[config.mk]
export PLATFORM = sky130hd
export DESIGN_NAME = hs_word_tx
export DESIGN_NICKNAME = d
export VERILOG_FILES = /design/src/rtl/hs_tx_pkg.sv /design/src/rtl/hs_ack_sync.sv /design/src/rtl/hs_wait_timer.sv /design/src/rtl/hs_tx_fsm.sv /design/src/rtl/hs_word_tx.sv
export SDC_FILE = /design/constraint.sdc
export NUM_CORES = 1
export LEC_CHECK = 0
export ABC_AREA = 1
export CORE_ASPECT_RATIO = 1.5
export CORE_UTILIZATION = 54
export CTS_CLUSTER_DIAMETER = 50
export CTS_CLUSTER_SIZE = 12
export DETAILED_ROUTE_END_ITERATION = 8
export DONT_BUFFER_PORTS = 1
export HOLD_SLACK_MARGIN = 0.02
export PLACE_DENSITY_LB_ADDON = 0.3
export SETUP_SLACK_MARGIN = 0.05
export SLEW_MARGIN = 20
export SYNTH_ARGS = -nofsm -noshare
export SYNTH_HDL_FRONTEND = slang
export SYNTH_SLANG_ARGS = --single-unit
[constraint.sdc]
create_clock -name clk -period 1.1 [get_ports clk]
set_input_delay 0.11 -clock clk [delete_from_list [all_inputs] [get_ports clk]]
set_output_delay 0.11 -clock clk [all_outputs]
set_load 0.05 [all_outputs]
[src/rtl/hs_tx_pkg.sv]
package hs_tx_pkg;
   typedef enum logic [1:0] {
      ST_IDLE    = 2'd0,
      ST_SETUP   = 2'd1,
      ST_WAIT_HI = 2'd2,
      ST_WAIT_LO = 2'd3
   } tx_state_t;

   function automatic int cnt_width(input int limit);
      return (limit > 0) ? $clog2(limit + 1) : 1;
   endfunction
endpackage

[src/rtl/hs_ack_sync.sv]
module hs_ack_sync #(
   parameter int STAGES = 2
) (
   input  logic clk,
   input  logic rst,
   input  logic d_async,
   output logic q_sync
);
   logic [STAGES-1:0] shreg;

   always_ff @(posedge clk) begin
      if (rst) shreg <= '0;
      else     shreg <= {shreg[STAGES-2:0], d_async};
   end

   assign q_sync = shreg[STAGES-1];
endmodule

[src/rtl/hs_wait_timer.sv]
module hs_wait_timer #(
   parameter int LIMIT = 1000,
   localparam int CNT_W = hs_tx_pkg::cnt_width(LIMIT)
) (
   input  logic clk,
   input  logic rst,
   input  logic wait_active,
   input  logic phase_done,
   output logic expired
);
   localparam logic [CNT_W-1:0] LIM = CNT_W'(LIMIT);
   logic [CNT_W-1:0] cnt;

   always_ff @(posedge clk) begin
      if (rst || !wait_active || phase_done) cnt <= '0;
      else if (cnt != LIM)                   cnt <= cnt + 1'b1;
   end

   assign expired = (cnt == LIM);
endmodule

[src/rtl/hs_tx_fsm.sv]
module hs_tx_fsm
   import hs_tx_pkg::*;
#(
   parameter int DATA_W = 8
) (
   input  logic              clk,
   input  logic              rst,
   input  logic              in_valid,
   input  logic [DATA_W-1:0] in_data,
   input  logic              ack_s,
   output logic              in_ready,
   output logic [DATA_W-1:0] bus_data,
   output logic              xmit_strobe,
   output logic              wait_active,
   output logic              phase_done
);
   tx_state_t state;
   logic      take;

   assign in_ready    = (state == ST_IDLE) && !xmit_strobe && !ack_s;
   assign take        = in_valid && in_ready;
   assign wait_active = (state == ST_WAIT_HI) || (state == ST_WAIT_LO);
   assign phase_done  = ((state == ST_WAIT_HI) && ack_s) ||
                        ((state == ST_WAIT_LO) && !ack_s);

   always_ff @(posedge clk) begin
      if (rst) begin
         state       <= ST_IDLE;
         bus_data    <= '0;
         xmit_strobe <= 1'b0;
      end else begin
         unique case (state)
            ST_IDLE: if (take) begin
               bus_data <= in_data;
               state    <= ST_SETUP;
            end
            ST_SETUP: begin
               xmit_strobe <= 1'b1;
               state       <= ST_WAIT_HI;
            end
            ST_WAIT_HI: if (ack_s) begin
               xmit_strobe <= 1'b0;
               state       <= ST_WAIT_LO;
            end
            ST_WAIT_LO: if (!ack_s) state <= ST_IDLE;
            default: state <= ST_IDLE;
         endcase
      end
   end
endmodule

[src/rtl/hs_word_tx.sv]
module hs_word_tx #(
   parameter int DATA_W      = 8,
   parameter int SYNC_STAGES = 2,
   parameter int TIMEOUT_CYC = 1000
) (
   input  logic              clk,
   input  logic              rst,
   input  logic              in_valid,
   output logic              in_ready,
   input  logic [DATA_W-1:0] in_data,
   output logic [DATA_W-1:0] bus_data,
   output logic              xmit_strobe,
   input  logic              host_ack_async,
   output logic              timeout_err
);
   if (DATA_W < 1) begin : g_bad_width
      $error("hs_word_tx: DATA_W must be at least 1");
   end
   if (SYNC_STAGES < 2) begin : g_bad_sync
      $error("hs_word_tx: SYNC_STAGES must be at least 2");
   end
   if (TIMEOUT_CYC < 0) begin : g_bad_timeout
      $error("hs_word_tx: TIMEOUT_CYC must not be negative");
   end

   logic ack_s;
   logic wait_active;
   logic phase_done;

   hs_ack_sync #(.STAGES(SYNC_STAGES)) sync_i (
      .clk     (clk),
      .rst     (rst),
      .d_async (host_ack_async),
      .q_sync  (ack_s)
   );

   hs_tx_fsm #(.DATA_W(DATA_W)) fsm_i (
      .clk         (clk),
      .rst         (rst),
      .in_valid    (in_valid),
      .in_data     (in_data),
      .ack_s       (ack_s),
      .in_ready    (in_ready),
      .bus_data    (bus_data),
      .xmit_strobe (xmit_strobe),
      .wait_active (wait_active),
      .phase_done  (phase_done)
   );

   if (TIMEOUT_CYC > 0) begin : g_timer
      hs_wait_timer #(.LIMIT(TIMEOUT_CYC)) timer_i (
         .clk         (clk),
         .rst         (rst),
         .wait_active (wait_active),
         .phase_done  (phase_done),
         .expired     (timeout_err)
      );
   end else begin : g_no_timer
      assign timeout_err = 1'b0;
   end
endmodule

==> results of run 1 <==
[stage by stage]
stage                     instance area (µm²)  setup slack, ns
after detailed placement                 1450           -0.100
after global placement                   1450          -0.0628
after floorplan                          1260           -0.201
after CTS                                1770           -0.347
[cell families after synthesis]
family | count (synthesis) | synth area share, %
buffers and inverters | 27 | 9.14
XOR/XNOR | 2 | 1.52
AND/OR/NAND/NOR | 79 | 33.0
adder cells (fa/ha/maj) | 6 | 6.53
flip-flops | 23 | 40.0
AO/OA/AOI/OAI | 20 | 9.79
[what timing repair did]
| action | in CTS |
|---|---|
| gates resized for setup | 26 |
| buffers inserted | 10 |
| endpoints found under the hold margin | 12 |
| setup endpoints to repair | 23 |
| pin swaps | 14 |
| cloned | 1 |
| hold buffers | 11 |
==> summary.md, run 1 <==
The most frequent cell after synthesis is nand2_1. The clock passes through at most 2 buffers. CTS saw 23 sinks. The CTS H-tree depth was 1. The tools report the root buffer selected by CTS as clkbuf_4. Top-level port count: 23.

Counting flops with a built-in enable in the synthesized netlist gives 0. The tools report the sequential cell area fraction in the yosys report as 40.0%. Stage at which the run stopped: 5_1_grt.

In this run the core area contains 20 standard-cell rows. Entering global routing, the biggest net connects 14 pins. The post-synth net total is 175, and the effective utilization at floorplan is 56.7%. The average size of a mapped cell is 7.32 µm².

The synthesized design spends more area on one cell type than any other, namely dfxtp_1. The flop and latch count out of synthesis was 23. The total instance count after detailed placement is 199, and the count of buffers inserted at the top-level ports is 0. The tool reported: "[ERROR DPL-0033] detailed placement checks failed during check placement". The run gives 1150 µm² as the cell area after synthesis. The initial antenna violation count was 0; the die height was 58.5 µm. The async set-or-reset flop fraction in the synthesized netlist is 0%, and the width of the die is 39.7 µm. The number of different library cells in the post-synthesis netlist came out at 23.

Sorting the synthesized cells by area gives the leading types as dfxtp_1 (40%), nand2_1 (12%), inv_1 (7.5%). The detailed-placement wirelength estimate is 1.85 mm, and the count of warnings emitted by yosys is 0. Ranked by instance count, the synthesized netlist is headed by nand2_1 (36), dfxtp_1 (23), inv_1 (23), a21oi_1 (16), nor2_1 (16). After the last repair the worst path ends at a top-level output. After global-route timing repair, the worst endpoint was timeout_err. The run stopped with a tool error. Counting the buffers created by CTS gives 3. The run gives 157 as the cell count after synthesis.

The top cell type by area accounts for 40.0% of the synthesized area. The dominant register cell in the synthesized netlist is dfxtp_1. The run gives 0.795 as the final estimated routing congestion in global placement.
==> run 2: changes to the inputs <==
--- a/config.mk
+++ b/config.mk
@@ -6,15 +6,11 @@
 export NUM_CORES = 1
 export LEC_CHECK = 0
 export ABC_AREA = 1
-export CORE_ASPECT_RATIO = 1.5
-export CORE_UTILIZATION = 54
-export CTS_CLUSTER_DIAMETER = 50
-export CTS_CLUSTER_SIZE = 12
+export CORE_AREA = 2 2 63 65
 export DETAILED_ROUTE_END_ITERATION = 8
+export DIE_AREA = 0 0 65 67
 export DONT_BUFFER_PORTS = 1
-export HOLD_SLACK_MARGIN = 0.02
-export PLACE_DENSITY_LB_ADDON = 0.3
-export SETUP_SLACK_MARGIN = 0.05
+export PLACE_DENSITY_LB_ADDON = 0.15
 export SLEW_MARGIN = 20
 export SYNTH_ARGS = -nofsm -noshare
 export SYNTH_HDL_FRONTEND = slang
==> constraint.sdc (replaced) <==
create_clock -name clk -period 1.4 [get_ports clk]
set_input_delay 0.14 -clock clk [delete_from_list [all_inputs] [get_ports clk]]
set_output_delay 0.14 -clock clk [all_outputs]
set_load 0.05 [all_outputs]
==> summary.md, run 2 <==
Cell count after synthesis: 157. The die height is 67 µm, and the signed area change from the synthesized netlist to the final layout is 25.2%. The fraction of the cycle the final worst path needs is 100%, and the multiplexer fraction of the synthesized cell area is 0%. In the final timing run, aggregate negative setup slack is -0.00477 ns.

The run gives 924 as the number of global-route vias before repair. The logs give 0 for the final-report hold violation count and 197 for the final-stage net count. The setup slack of the critical path after layout is -0.00477 ns.

In this run the clock root is driven by a clkbuf_8. The worst hold path belongs to the class input pin to flip-flop. The overall routing resource usage is 11.4%. For this run, the share of the core covered by cells in the final layout is 39.9%.

Along the worst path, the maximum fanout reaches 2. When the netlist entered floorplanning its net count stood at 175. For this design, the slowest cell found on the critical path is dfxtp_2. After Yosys synthesis, and, or, nand and nor cells account for 33.0% of the synthesized area. Buffers inserted during clock tree synthesis total 3.

For the total clock sinks, the log shows 23. The largest registers in the layout are g_timer.timer_i.cnt (10), fsm_i.bus_data (8). The power density over the cells was 1570 nW/µm². Port buffering added 0 buffers.

The dominant register cell in the synthesized netlist was dfxtp_1. The time the final worst path needs with I/O delays and setup is 1.40 ns, and the initial antenna violation count is 0. 0 antenna diodes ended up in the layout. After detailed routing, the number of remaining DRC violations is 0. Once the floorplan was initialized, standard cells occupied 31.9% of the core.

The final-report setup violation count was 1. The XOR/XNOR share of the synthesized area is 1.52%. The overall overflow remaining after global route came out at 0. The clock slew at the register clock pins of the worst setup and hold paths is 0.08 ns. The post-synthesis compound-gate area fraction is 9.79%. STA classifies the critical path endpoint as a primary output.

At the pin with the least slew margin, the transition time is 0.390 ns. The buffer depth of the longest clock path is 2, and the cell area after synthesis is 1150 µm². The number of flip-flops under the largest register name was 10; the vias per cell was 4.38.

The average wire per cell in the routed design was 10.0 µm. In this run the standard cell core region covers 3610 µm². The width of the die came out at 65 µm. For the final max-slew violation count, the log shows 0. The critical path is of the flip-flop to primary output type. The pre-antenna-repair detailed-routing pass consisted of 4 iterations. Once detailed placement completed, the half-perimeter wirelength came to 1.72 mm. Routability-driven placement finished with a final weighted congestion of 0.779. Counting distinct cell types in the post-synthesis netlist gives 23. The delay of the slowest critical-path stage was 0.33 ns; the endpoint required time on the critical path was 1.26 ns.

The via count of the routed design came out at 989. The first global-routing pass estimated 3.86 mm of wire. The synthesized design devotes to its leading area cell type 40.0% of total area.

The checks that failed: setup timing. Entering global routing, the biggest net connects 13 pins. In this design, the critical path's most frequently occurring cell is inv_2. The top cell types in the final layout, fill and taps aside, are nand2_1 (35), inv_1 (19), dfxtp_1 (19).

After synthesis the netlist holds a flip-flop and latch count of 23. For this design the top-level I/O count stands at 23. The final layout contains routed wiring with a total length of 2.27 mm. The async set-or-reset flop fraction in the synthesized netlist is 0%.

Sequential cells were found to cover 40.0% of the synthesized design area. By count the netlist is led by nand2_1 (36), dfxtp_1 (23), inv_1 (23), a21oi_1 (16), nor2_1 (16). Prior to clock tree synthesis, the placed netlist has a worst setup slack of 0.0519 ns.

nand2_1 is the most common cell in the netlist. The signal on the critical path passes through inv_2 > ha_4 > nand2_2 > nor2_1 > nand3_1 > inv_2 > buf_12. In this run, the number of DRC markers left after iteration 0 of detailed routing was 63. For this run, the top clock speed supported by timing is 0.712 GHz. Setup repair after global routing could not meet its margin everywhere. The static leakage is 0.599 nW. The post-route netlist has 25.8% of its cells at a drive strength greater than 1. For the total of max-cap violations, the log shows 0.

The count of warnings emitted by yosys was 0; the synthesized-area fraction occupied by adder cells was 6.53%. STA classifies the critical path startpoint as a flip-flop. The CTS H-tree depth is 1.

For this run, the number of standard cells in the final layout without fillers is 226. VDD sags by at most 906 µV. The tools report the latest clock arrival within the worst-skew pair as 0.26 ns. By area the synthesized netlist is led by dfxtp_1 (40%), nand2_1 (12%), inv_1 (7.5%). The total instance count after detailed placement was 215. The final worst clock skew was 0.00433 ns. For the headroom to the max-slew limit, the log shows 73.9%.

The floorplan has 22 rows. The dominant combinational cell family by area after synthesis was simple AND/OR/NAND/NOR gates. The die covers 4360 µm².

The register with the most flip-flops is g_timer.timer_i.cnt. At the worst endpoint, the arrival time is 1.26 ns. TritonCTS built the clock tree. The largest total area in the synthesized netlist belongs to dfxtp_1. The average size of a mapped cell works out to 7.32 µm². Counting flops with a built-in enable in the synthesized netlist gives 0.

The detail route stage leaves a number of antenna-violating nets equal to 0. The flow ran to the end, but the final reports show violations. The most common cell after layout, fill and taps aside was nand2_1.
run 2: cell counts after synthesis:
Identical to the previous run, type by type.
run 2: timing repair:
| item | CTS | global route |
|---|---|---|
| hold endpoints to repair | 10 | 0 |
| buffers inserted | 6 | 0 |
| hold buffers | 2 | 0 |
| pin swaps | 2 | 3 |
| gates resized for setup | 9 | 7 |
| endpoints found under the setup margin | 2 | 19 |
run 2: metal layers:
layer | share of wire, % | global-route usage (%) | vias up
met1 | 44 | 13.7 | 436
met5 | 0 | 0 | -
met3 | 5.2 | 2.87 | 2
met4 | 0.62 | 3.19 | 0
met2 | 50 | 19.8 | 19
li1 | - | - | 532
run 2: report_power, final:
group	internal [mW]	switching (mW)
logic	0.376	0.687
clock network	0.203	0.205
registers	0.747	0.0466
total	1.33	0.938
run 2: layout make-up:
class / count / area [µm²]
Clock buffer: 4 / 45.0
Fill cell: 392 / 2170
Inverter: 25 / 93.8
Multi-Input combinational cell: 107 / 608
Sequential cell: 23 / 465
Tap cell: 48 / 60.1
Timing Repair Buffer: 19 / 168
run 2: final timing paths:
| path | start | slack, ns | depth (start not counted) | endpoint |
|---|---|---|---|---|
| setup reg to reg | fsm_i.state[0] | 0.09 | 6 | g_timer.timer_i.cnt[5] |
| hold / removal | rst | 0.02 | 3 | fsm_i.state[1] |
| hold reg to reg | sync_i.shreg[0] | 0.40 | 2 | sync_i.shreg[1] |
| setup / recovery | g_timer.timer_i.cnt[0] | -0.005 | 7 | timeout_err |
run 2: critical path: cells and delay by family (launching register included):
kind	cells	cell delay, ns
buf+inv	3	0.30
flops	1	0.33
simple gates	3	0.24
fa+ha+maj	1	0.13
run 2: kinds of logic after synthesis:
family / count (synthesis)
AO/OA/AOI/OAI: 20
buffers and inverters: 27
XOR/XNOR: 2
adder cells (fa/ha/maj): 6
AND/OR/NAND/NOR: 79
flip-flops: 23
run 2: per-stage QoR:
| step | area [µm²] | power [mW] | hold WS (ns) |
|---|---|---|---|
| after floorplan | 1150 | 1.55 | 0.247 |
| after global placement | 1300 | 1.74 | 0.211 |
| after detailed placement | 1300 | 1.76 | 0.213 |
| after CTS | 1430 | 2.29 | 0.0193 |
| after global routing | 1440 | 2.42 | 0.0121 |
| final | 1440 | 2.26 | 0.0180 |
Power figures use the tool's default switching activity.
==> run 3: changes to the inputs <==
--- a/config.mk
+++ b/config.mk
@@ -6,11 +6,12 @@
 export NUM_CORES = 1
 export LEC_CHECK = 0
 export ABC_AREA = 1
-export CORE_AREA = 2 2 63 65
+export CORE_AREA = 10 10 71 73
 export DETAILED_ROUTE_END_ITERATION = 8
-export DIE_AREA = 0 0 65 67
+export DIE_AREA = 0 0 81 83
 export DONT_BUFFER_PORTS = 1
 export PLACE_DENSITY_LB_ADDON = 0.15
+export SKIP_LAST_GASP = 1
 export SLEW_MARGIN = 20
 export SYNTH_ARGS = -nofsm -noshare
 export SYNTH_HDL_FRONTEND = slang
==> summary.md, run 3 (synthesized netlist as in run 2, its figures left out) <==
The worst setup path is launched from a flip-flop. In the layout the commonest cells are nand2_1 (36), inv_1 (20), dfxtp_1 (19). For this design the top-level I/O count stands at 23. The setup slack of the critical path after layout is -0.00139 ns, and the width of the die is 81 µm.

The tools report the total of max-cap violations as 0. In the finished design, the share of the clock period the worst path needs comes to 100%. Across all layers, the routed design uses 980 vias. The run gives 1.26 ns as the data arrival time of the worst path. Die height: 83 µm. The worst hold path passes through 3 cells. Terminating pin of the worst hold path: fsm_i.state[1]. Clock-pin slew was measured on the worst setup and hold paths at 0.08 ns. The repair_antennas step left the layout with diodes totalling 0. The signed area change from the synthesized netlist to the final layout is 26.9%. At the pin with the least slew margin, the transition time is 0.394 ns. For the final-report setup violation count, the log shows 1.

The class of the tightest hold or removal check was input pin to flip-flop. For the final database, setup skew stands at 0.00327 ns. The worst-case register-to-register setup slack was 0.12 ns; the met1 layer wirelength in the final routing was 1.09 mm.

The tools report the total instance count after detailed placement as 216. The DRC violation total after the first TritonRoute iteration was 31. The number of flip-flops under the largest register name is 10. Path type of the worst setup path: flip-flop to primary output. The logs give 1.86 mm for the detailed-placement wirelength estimate and 0 for the initial antenna violation count. For the maximum VDD drop, the log shows 981 µV. In this run, CTS created clock tree buffers numbering 3. Along the worst path, the maximum fanout reaches 2. The die covers 6720 µm². Clock tree synthesis selected as its root buffer the cell clkbuf_8. The count of buffers inserted at the top-level ports is 0, and the number of standard cells in the final layout excluding fillers is 228.

Cells fill 40.2% of the core in the end. The core region is 3630 µm². The completed layout was analyzed and its total power is 2.29 mW. The tools report the startpoint of the lowest-slack register-to-register path as fsm_i.state[0]. The logs give 0 for the final-report hold violation count and 402 for the number of filler instances in the final layout. The post-route netlist has 27.2% of its cells at a drive strength greater than 1. Routed length on met3: 298 µm. Setup repair after global routing could not meet its margin everywhere. g_timer.timer_i.cnt holds more flip-flops than any other register. The endpoint identified for the worst register-to-register timing path is g_timer.timer_i.cnt[2].

The routed design has 2.43 mm of wire. CTS saw 23 sinks. The logs give 0.26 ns for the latest clock arrival within the worst-skew pair and 0.714 GHz for the upper clock frequency limit. After detailed routing, the number of remaining DRC violations is 0.

The logs give 0.749 for the final estimated routing congestion in global placement and 8.22% for the overall routing resource usage. The final layout contains 199 nets. Wire segments on met2 add up to 1.03 mm in the final route. In this run the tightest slew margin relative to its limit is 73.6%. The power density over the cells was 1570 nW/µm²; the static leakage was 0.608 nW. For this run, the detailed router's first-pass iteration total came to 2. The highest layer touched by signal routing is met4. The largest net degree at the start of global routing was 15. The buffer depth of the longest clock path was 2; the number of cells traversed by the worst register-to-register path was 7. Global routing finished with a remaining overflow of 0. In the final layout, the registers with the most flip-flops are g_timer.timer_i.cnt (10), fsm_i.bus_data (8). Once the floorplan was initialized, standard cells occupied 31.6% of the core.

The worst hold slack after final layout was 0.00996 ns. The run finished, with violations left. The CTS H-tree depth was 1; the average wire per cell in the routed design was 10.7 µm. TritonCTS built the clock tree. The final max-slew violation count came out at 0. Counting I/O delays and the setup requirement, the final critical path takes 1.40 ns. The startpoint identified for the worst hold timing path is rst. The tools report the residual antenna-violating net count after detailed routing as 0. The number of global-route vias before repair is 1017, and the wire length of the first global-routing pass is 4.58 mm. After detailed routing, the number of vias per cell comes to 4.30. The floorplan has 22 rows. The final reports fail on setup timing.

The endpoint required time on the critical path is 1.26 ns. The most common cell after layout, fill and taps aside was nand2_1. The type of element capturing the critical path is a primary output.
==> run 3: where the power goes <==
part	switching [mW]	internal, mW
logic	0.691	0.390
registers	0.0465	0.747
clock network	0.217	0.201
==> run 3: cell type report <==
class	count	area [µm²]	share of cell area, %
Clock inverter	1	7.51	0.515
Inverter	25	93.8	6.43
Sequential cell	23	465	31.9
Timing Repair Buffer	21	183	12.5
Clock buffer	3	41.3	2.83
Multi-Input combinational cell	107	608	41.7
Tap cell	48	60.1	4.12
==> run 3: worst max-delay path, cell delays in order, from the launching register on <==
cell and delay, ns:
dfxtp_2 0.33, inv_2 0.07, ha_1 0.14, nand2_1 0.06, nor2_2 0.09, nand3_2 0.08
inv_2 0.09, buf_12 0.13
==> run 3: worst max-delay path by stage <==
| stage | startpoint | endpoint | slack, ns | depth (start not counted) |
|---|---|---|---|---|
| detailed placement | g_timer.timer_i.cnt[0] | timeout_err | 0.04 | 7 |
| finish | g_timer.timer_i.cnt[0] | timeout_err | -0.001 | 7 |
| global route | g_timer.timer_i.cnt[0] | timeout_err | -0.09 | 7 |
| floorplan | g_timer.timer_i.cnt[0] | g_timer.timer_i.cnt[2] | 0.01 | 7 |
| global placement | g_timer.timer_i.cnt[0] | timeout_err | 0.08 | 7 |
| CTS | g_timer.timer_i.cnt[0] | timeout_err | -0.02 | 7 |
==> run 3: through the flow <==
step / area (µm²) / setup slack, ns / setup TNS [ns]
6_report: 1460 / -0.00139 / -0.00139
5_1_grt: 1460 / -0.0861 / -0.0861
4_1_cts: 1420 / -0.0207 / -0.0207
3_5_place_dp: 1310 / 0.0438 / 0
3_3_place_gp: 1310 / 0.0817 / 0
2_1_floorplan: 1150 / 0.0122 / 0
==> run 3: layer usage <==
| layer | vias to the layer above | global-route usage (%) |
|---|---|---|
| li1 | 537 | - |
| met1 | 419 | 9.62 |
| met3 | 2 | 5.71 |
| met5 | - | 0 |
| met4 | 0 | 2.82 |
| met2 | 22 | 11.5 |
==> run 3: timing repair <==
action | 4_1_cts | 5_1_grt
endpoints found under the hold margin | 10 | 0
setup endpoints to repair | 2 | 18
setup buffers | 4 | 2
resized for setup | 7 | 9
hold buffers | 2 | 0
pin swaps | 2 | 0
